--- src/rtl/mg_pkg.sv ---
package mg_pkg;
  localparam int ADDR_W   = 32;
  localparam int IDX_W    = 4;
  localparam int CODE_W   = 5;
  localparam int BASE_LSB = 9;
  localparam int CODE_MIN = 9;
  localparam int CODE_MAX = 21;

  // privilege word bit positions (decoded by software, so fixed)
  localparam int PB_WR_LSB = 0;
  localparam int PB_GLB_WR = 9;
  localparam int PB_RD_LSB = 10;
  localparam int PB_GLB_RD = 19;
  localparam int PB_TEST   = 30;
  localparam int PB_ON     = 31;

  localparam logic [IDX_W-1:0] IDX_PRIV = 4'd6;
  localparam logic [IDX_W-1:0] IDX_TEST = 4'd7;
  localparam logic [IDX_W-1:0] IDX_VIOL = 4'd8;

  localparam logic [ADDR_W-1:0] BASE_MASK = {{(ADDR_W-BASE_LSB){1'b1}}, {BASE_LSB{1'b0}}};

  function automatic logic size_code_ok(input logic [CODE_W-1:0] code);
    return (int'(code) >= CODE_MIN) && (int'(code) <= CODE_MAX);
  endfunction

  // ones above the window offset, zeros inside it
  function automatic logic [ADDR_W-1:0] span_mask(input logic [CODE_W-1:0] code);
    return ~((ADDR_W'(1) << code) - ADDR_W'(1));
  endfunction

  function automatic logic addr_in_window(input logic [ADDR_W-1:0] addr,
                                         input logic [ADDR_W-1:0] base,
                                         input logic [CODE_W-1:0] code);
    logic [ADDR_W-1:0] m;
    m = span_mask(code);
    return size_code_ok(code) && ((addr & m) == (base & m));
  endfunction
endpackage

--- src/rtl/mg_range_match.sv ---
module mg_range_match
  import mg_pkg::*;
#(
  parameter int AW = ADDR_W
) (
  input  logic [AW-1:0]     addr,
  input  logic [AW-1:0]     base,
  input  logic [CODE_W-1:0] code,
  output logic              hit
);
  always_comb begin
    hit = addr_in_window(addr, base, code);
  end
endmodule

--- src/rtl/mg_judge.sv ---
module mg_judge #(
  parameter int NRANGE = 6
) (
  input  logic [NRANGE-1:0] hit,
  input  logic [NRANGE-1:0] rd_perm,
  input  logic [NRANGE-1:0] wr_perm,
  input  logic              glb_rd,
  input  logic              glb_wr,
  input  logic              chk_on,
  input  logic              check,
  input  logic              is_write,
  output logic              violate
);
  logic [NRANGE-1:0] need;
  logic              any_hit;
  logic              granted;
  logic              fallback;

  always_comb begin
    need     = is_write ? wr_perm : rd_perm;
    any_hit  = |hit;
    granted  = |(hit & need);
    fallback = is_write ? glb_wr : glb_rd;
    violate  = check && chk_on && (any_hit ? !granted : !fallback);
  end
endmodule

--- src/rtl/mg_viol_capture.sv ---
module mg_viol_capture #(
  parameter int AW = 32
) (
  input  logic          clk,
  input  logic          rst_n,
  input  logic          violate,
  input  logic          is_write,
  input  logic [AW-1:0] chk_addr,
  input  logic          release_i,
  output logic          rd_evt,
  output logic          wr_evt,
  output logic [AW-1:0] viol_addr
);
  logic held;
  logic take;

  always_comb begin
    take = violate && (!held || release_i);
  end

  always_ff @(posedge clk or negedge rst_n) begin
    if (!rst_n) begin
      rd_evt    <= 1'b0;
      wr_evt    <= 1'b0;
      held      <= 1'b0;
      viol_addr <= '0;
    end else begin
      rd_evt <= violate && !is_write;
      wr_evt <= violate && is_write;
      if (take) begin
        viol_addr <= chk_addr;
        held      <= 1'b1;
      end else if (release_i) begin
        held <= 1'b0;
      end
    end
  end

  AST_EVT_EXCLUSIVE: assert property (@(posedge clk) disable iff (!rst_n)
    $onehot0({rd_evt, wr_evt}));
  AST_EVT_FOLLOWS: assert property (@(posedge clk) disable iff (!rst_n)
    violate |=> (rd_evt || wr_evt));
  AST_HOLD_STABLE: assert property (@(posedge clk) disable iff (!rst_n)
    (held && !release_i) |=> $stable(viol_addr));
  AST_FIRST_LATCH: assert property (@(posedge clk) disable iff (!rst_n)
    take |=> (viol_addr == $past(chk_addr)));
endmodule

--- src/rtl/mg_cfg_regs.sv ---
module mg_cfg_regs
  import mg_pkg::*;
#(
  parameter int NRANGE = 6,
  parameter int AW     = ADDR_W
) (
  input  logic              clk,
  input  logic              rst_n,
  input  logic              cfg_wr,
  input  logic              cfg_rd,
  input  logic [IDX_W-1:0]  cfg_idx,
  input  logic [AW-1:0]     cfg_wdata,
  output logic [AW-1:0]     cfg_rdata,
  input  logic [AW-1:0]     viol_addr,
  output logic [AW-1:0]     rng_base [NRANGE],
  output logic [CODE_W-1:0] rng_code [NRANGE],
  output logic [NRANGE-1:0] rd_perm,
  output logic [NRANGE-1:0] wr_perm,
  output logic              glb_rd,
  output logic              glb_wr,
  output logic              chk_on,
  output logic              test_mode,
  output logic              test_fire,
  output logic              viol_release
);
  logic [AW-1:0] test_q;
  logic [AW-1:0] priv_word;

  always_ff @(posedge clk or negedge rst_n) begin
    if (!rst_n) begin
      for (int i = 0; i < NRANGE; i++) begin
        rng_base[i] <= '0;
        rng_code[i] <= '0;
      end
    end else if (cfg_wr) begin
      for (int i = 0; i < NRANGE; i++) begin
        if (cfg_idx == IDX_W'(i)) begin
          rng_base[i] <= cfg_wdata & BASE_MASK;
          rng_code[i] <= cfg_wdata[CODE_W-1:0];
        end
      end
    end
  end

  always_ff @(posedge clk or negedge rst_n) begin
    if (!rst_n) begin
      rd_perm   <= '0;
      wr_perm   <= '0;
      glb_rd    <= 1'b0;
      glb_wr    <= 1'b0;
      chk_on    <= 1'b0;
      test_mode <= 1'b0;
    end else if (cfg_wr && cfg_idx == IDX_PRIV) begin
      wr_perm   <= cfg_wdata[PB_WR_LSB +: NRANGE];
      rd_perm   <= cfg_wdata[PB_RD_LSB +: NRANGE];
      glb_wr    <= cfg_wdata[PB_GLB_WR];
      glb_rd    <= cfg_wdata[PB_GLB_RD];
      test_mode <= cfg_wdata[PB_TEST];
      chk_on    <= cfg_wdata[PB_ON];
    end
  end

  always_ff @(posedge clk or negedge rst_n) begin
    if (!rst_n) begin
      test_q <= '0;
    end else if (cfg_wr && cfg_idx == IDX_TEST) begin
      test_q <= cfg_wdata;
    end
  end

  always_comb begin
    test_fire    = cfg_wr && (cfg_idx == IDX_TEST) && test_mode;
    viol_release = (cfg_wr || cfg_rd) && (cfg_idx == IDX_VIOL);
  end

  always_comb begin
    priv_word                           = '0;
    priv_word[PB_WR_LSB +: NRANGE]      = wr_perm;
    priv_word[PB_RD_LSB +: NRANGE]      = rd_perm;
    priv_word[PB_GLB_WR]                = glb_wr;
    priv_word[PB_GLB_RD]                = glb_rd;
    priv_word[PB_TEST]                  = test_mode;
    priv_word[PB_ON]                    = chk_on;
  end

  always_comb begin
    cfg_rdata = '0;
    for (int i = 0; i < NRANGE; i++) begin
      if (cfg_idx == IDX_W'(i)) cfg_rdata = rng_base[i] | AW'(rng_code[i]);
    end
    case (cfg_idx)
      IDX_PRIV: cfg_rdata = priv_word;
      IDX_TEST: cfg_rdata = test_q;
      IDX_VIOL: cfg_rdata = viol_addr;
      default:  ;
    endcase
  end
endmodule

--- src/rtl/mem_guard.sv ---
module mem_guard
  import mg_pkg::*;
#(
  parameter int NRANGE = 6,
  parameter int AW     = ADDR_W
) (
  input  logic             clk,
  input  logic             rst_n,
  input  logic             acc_valid,
  input  logic [AW-1:0]    acc_addr,
  input  logic             acc_write,
  input  logic             cfg_wr,
  input  logic             cfg_rd,
  input  logic [IDX_W-1:0] cfg_idx,
  input  logic [AW-1:0]    cfg_wdata,
  output logic [AW-1:0]    cfg_rdata,
  output logic             rd_viol,
  output logic             wr_viol
);
  logic [AW-1:0]     rng_base [NRANGE];
  logic [CODE_W-1:0] rng_code [NRANGE];
  logic [NRANGE-1:0] rd_perm;
  logic [NRANGE-1:0] wr_perm;
  logic              glb_rd;
  logic              glb_wr;
  logic              chk_on;
  logic              test_mode;
  logic              test_fire;
  logic              viol_release;
  logic [AW-1:0]     viol_addr;

  // judged access: the bus wins over a self-test write
  logic              check;
  logic [AW-1:0]     chk_addr;
  logic              chk_write;
  logic [NRANGE-1:0] hit;
  logic              violate;

  mg_cfg_regs #(.NRANGE(NRANGE), .AW(AW)) u_regs (
    .clk(clk), .rst_n(rst_n), .cfg_wr(cfg_wr), .cfg_rd(cfg_rd),
    .cfg_idx(cfg_idx), .cfg_wdata(cfg_wdata), .cfg_rdata(cfg_rdata),
    .viol_addr(viol_addr), .rng_base(rng_base), .rng_code(rng_code),
    .rd_perm(rd_perm), .wr_perm(wr_perm), .glb_rd(glb_rd), .glb_wr(glb_wr),
    .chk_on(chk_on), .test_mode(test_mode), .test_fire(test_fire),
    .viol_release(viol_release)
  );

  always_comb begin
    check     = acc_valid || test_fire;
    chk_addr  = acc_valid ? acc_addr : cfg_wdata;
    chk_write = acc_valid ? acc_write : 1'b1;
  end

  for (genvar g = 0; g < NRANGE; g++) begin : g_win
    mg_range_match #(.AW(AW)) u_match (
      .addr(chk_addr), .base(rng_base[g]), .code(rng_code[g]), .hit(hit[g])
    );
  end

  mg_judge #(.NRANGE(NRANGE)) u_judge (
    .hit(hit), .rd_perm(rd_perm), .wr_perm(wr_perm), .glb_rd(glb_rd),
    .glb_wr(glb_wr), .chk_on(chk_on), .check(check), .is_write(chk_write),
    .violate(violate)
  );

  mg_viol_capture #(.AW(AW)) u_cap (
    .clk(clk), .rst_n(rst_n), .violate(violate), .is_write(chk_write),
    .chk_addr(chk_addr), .release_i(viol_release), .rd_evt(rd_viol),
    .wr_evt(wr_viol), .viol_addr(viol_addr)
  );

  AST_OFF_SILENT: assert property (@(posedge clk) disable iff (!rst_n)
    (check && !chk_on) |=> (!rd_viol && !wr_viol));
  AST_TEST_IDLE: assert property (@(posedge clk) disable iff (!rst_n)
    (!acc_valid && !test_mode) |=> (!rd_viol && !wr_viol));
endmodule

--- config.mk ---
export PLATFORM = sky130hd
export DESIGN_NAME = mem_guard
export DESIGN_NICKNAME = d
export VERILOG_FILES = /design/src/rtl/mg_pkg.sv /design/src/rtl/mg_range_match.sv /design/src/rtl/mg_judge.sv /design/src/rtl/mg_viol_capture.sv /design/src/rtl/mg_cfg_regs.sv /design/src/rtl/mem_guard.sv
export SDC_FILE = /design/constraint.sdc
export NUM_CORES = 1
export LEC_CHECK = 0
export BUFFER_PORTS_ARGS = -buffer_cell sky130_fd_sc_hd__buf_2
export CAP_MARGIN = 25
export CORE_MARGIN = 8
export CORE_UTILIZATION = 40
export DETAILED_ROUTE_END_ITERATION = 10
export HOLD_SLACK_MARGIN = 0.06
export PLACE_DENSITY = 0.63
export SKIP_LAST_GASP = 1
export SLEW_MARGIN = 20
export SYNTH_ARGS = -nofsm -noshare
export SYNTH_HDL_FRONTEND = slang
export SYNTH_HIERARCHICAL = 1
export SYNTH_SLANG_ARGS = --single-unit
--- constraint.sdc ---
create_clock -name clk -period 4.1 [get_ports clk]
set_input_delay 0.41 -clock clk [delete_from_list [all_inputs] [get_ports clk]]
set_output_delay 0.41 -clock clk [all_outputs]
set_load 0.02 [all_outputs]
==> impl_metrics.toml <==
[status]
status = "finished, violations left"
violations = "negative setup slack"

[power]
powerDensity_nw_per_um2 = 540
intPower_mw = 7.24
leakage_nw = 9.43
p_clk_share_pct = 24.5
netSwitchingPower_mw = 4.66
combPwrFrac_pct = 44.2
power_frac_seq_pct = 31.3
power_mw = 11.9
switching_share_pct = 39.2
ir_drop_mv = 0.386

[cells_and_area]
drive_gt1_share_pct = 37.8
final_area_um2 = 22000
num-nets-final = 2083
final_cell_count_no_fill = 2636
area_delta_synth_final_pct = 17.7

[sta]
fin_worst_skew_ns = 0.0469
worstMarginPinSlew_ns = 1.03
fin_crit_sh_pct = 103
hold_viol = 0
timing.final.ws_setup_ns = -0.112
maxSlewHeadroom_pct = 31.3
max_freq_mhz = 237
min_period_ns = 4.21
rsz0062_at_grt = "yes"
slew_viol_final = 0
setup_viol = 32
finalSetupTns_ns = -2.45

[detailed_routing]
dr.pass1.iters = 6
drtIter0Drc = 1949
antenna_left = 0
drc_errors = 0
vias = 16200
drt-total-wl_um = 75800
vias_per_cell = 6.15
post_drt_wl_per_cell_um = 28.7

[yosys]
syn_area_per_cell_um2 = 10.6
synth-warning-count = 6
syn_inst = 1772
netlist_area_um2 = 18700

[setup_path]
cp_data_arrival_time_ns = 4.66
cp_slowest_cell = "or4_4"
r2r_cells = 17
endpoint_kind = "register"
critPathMaxFanout = 7
cp_data_required_time_ns = 4.55
start_kind = "register"
slowest_delay_ns = 0.47
crit_family = "simple AND/OR/NAND/NOR gates"
cp_num_cells = 17
worstSetupPathType = "register to register"
path_buf_inv = 3
path_cells = "or3_4, or3_4, ha_4, buf_4, nand2_2, o21ai_0, a22oi_1, o211ai_1, o2111ai_2, a311oi_2, buf_4, or4_4, or4_1, and4_4, nand2_8, buf_12, mux2_4"

[clocking]
cts.sinks = 251
cts-buffers-inserted = 30
cts_max_level = 1
root_buffer = "clkbuf_16"
clk_latency_ns = 0.61
path_clk_slew_ns = 0.07
cts_tree = "built"
clockBufferDepth = 3

[global_routing]
grt_pass1_vias = 16100
antenna_found_initial = 3
grt_pass1_wl_um = 111000
track_usage_pct = 27.3
overflow = 0
grt_max_degree = 120

[die]
core.rowCount = 79
core_um2 = 46400
dieArea_um2 = 54000
die_w_um = 232
die_h_um = 232
ios = 108
start_util_pct = 40.4

[worst_hold_path]
hp-class = "primary input to register"
worstHoldPathCells = 2

[placed_design]
io_buffers = 107
placed_cell_area_um2 = 20600
gp_congestion = 0.990
dp_hpwl_um = 56100
placed_cells = 2563

[run]
maxCapViolations = 0
## stage by stage
step	utilization (%)	hold slack, ns	setup slack [ns]
after global placement	44.3	0.489	-0.113
after CTS	47.1	0.0804	-0.0425
after global routing	47.5	0.0870	-0.245
final	47.5	0.0995	-0.112
after detailed placement	44.4	0.497	-0.112
after floorplan	-	0.114	0.0153
## layout by cell type (no fill, tap or decap), types with 9 or more instances in the layout
cell type and n:
a221oi_1 10, mux2_2 224, nor2b_1 9, buf_4 215, a2bb2oi_1 11, a31oi_1 27
clkbuf_16 32, mux4_2 12, buf_12 9, xor2_1 102, o21ai_0 93, a21oi_1 71
o31ai_1 25, mux2i_1 29, nor3_1 18, o22a_1 11, nor2_1 48, or2_1 11
nand2b_1 55, buf_2 105, conb_1 36, a22oi_1 46, inv_1 16, or3_1 11
o221ai_1 17, o22ai_1 12, dfrtp_1 251, xnor2_1 76, nand2_1 76, and2_1 11
nor4_1 18, a311o_1 12, nand3_1 14, nand3b_1 14, nand4_1 18, mux2_4 60
## per-layer routing
layer / track usage [%] / up-vias / routed length (um)
met2: 42.5 / 856 / 34000
li1: - / 6995 / -
met1: 35.4 / 8158 / 30400
met3: 4.86 / 188 / 6250
met5: 0 / - / 15
met4: 15.4 / 2 / 5050
## cell type report
class | instances | area, um2
diodes | 2 | 5.00
clock buffers | 40 | 868
multi-input cells | 1362 | 11300
clock inverters | 16 | 215
inverters | 18 | 67.6
well taps | 607 | 759
fillers | 4190 | 24300
flip-flops and latches | 251 | 6280
repair buffers | 340 | 2520
## registers in the layout, summed over array words and instances (netlist names)
signal and flops:
u_cap/viol_addr 32, u_regs/test_q 32, u_regs/rng_base 138, u_regs/rd_perm 6, u_regs/chk_on 1, u_cap/rd_evt 1
u_regs/test_mode 1, u_regs/glb_wr 1, u_cap/held 1, u_regs/rng_code 30, u_regs/wr_perm 6, u_regs/glb_rd 1
u_cap/wr_evt 1
## worst paths after layout
kind                                startpoint              endpoint  slack (ns)
setup / recovery           u_regs/rng_code[16]   u_cap/viol_addr[17]       -0.11
hold / removal                    cfg_wdata[5]     u_regs/wr_perm[5]         0.1
setup reg to reg           u_regs/rng_code[16]   u_cap/viol_addr[17]       -0.11
hold reg to reg              u_regs/test_q[29]     u_regs/test_q[29]        0.51
max in group asynchronous                rst_n  u_regs/rng_base[172]        2.63
min in group asynchronous                rst_n   u_regs/rng_base[26]        0.52
## repair_timing
item / 4_1_cts / 5_1_grt
resized for setup: 17 / 25
hold buffers: 4 / 0
setup endpoints to repair: 32 / 35
hold endpoints to repair: 119 / 0
pin swaps: 4 / 9
gates cloned: 1 / 2
buffers inserted: 7 / 2
## power by group through the flow
stage,sequential [mW],clock [mW],combinational [mW]
floorplan,3.56,0,3.35
global placement,3.71,0,4.96
detailed placement,3.74,0,4.98
CTS,3.70,2.95,5.08
global route,3.80,3.04,5.55
finish,3.73,2.92,5.25
(Power assumes the default switching activity.)
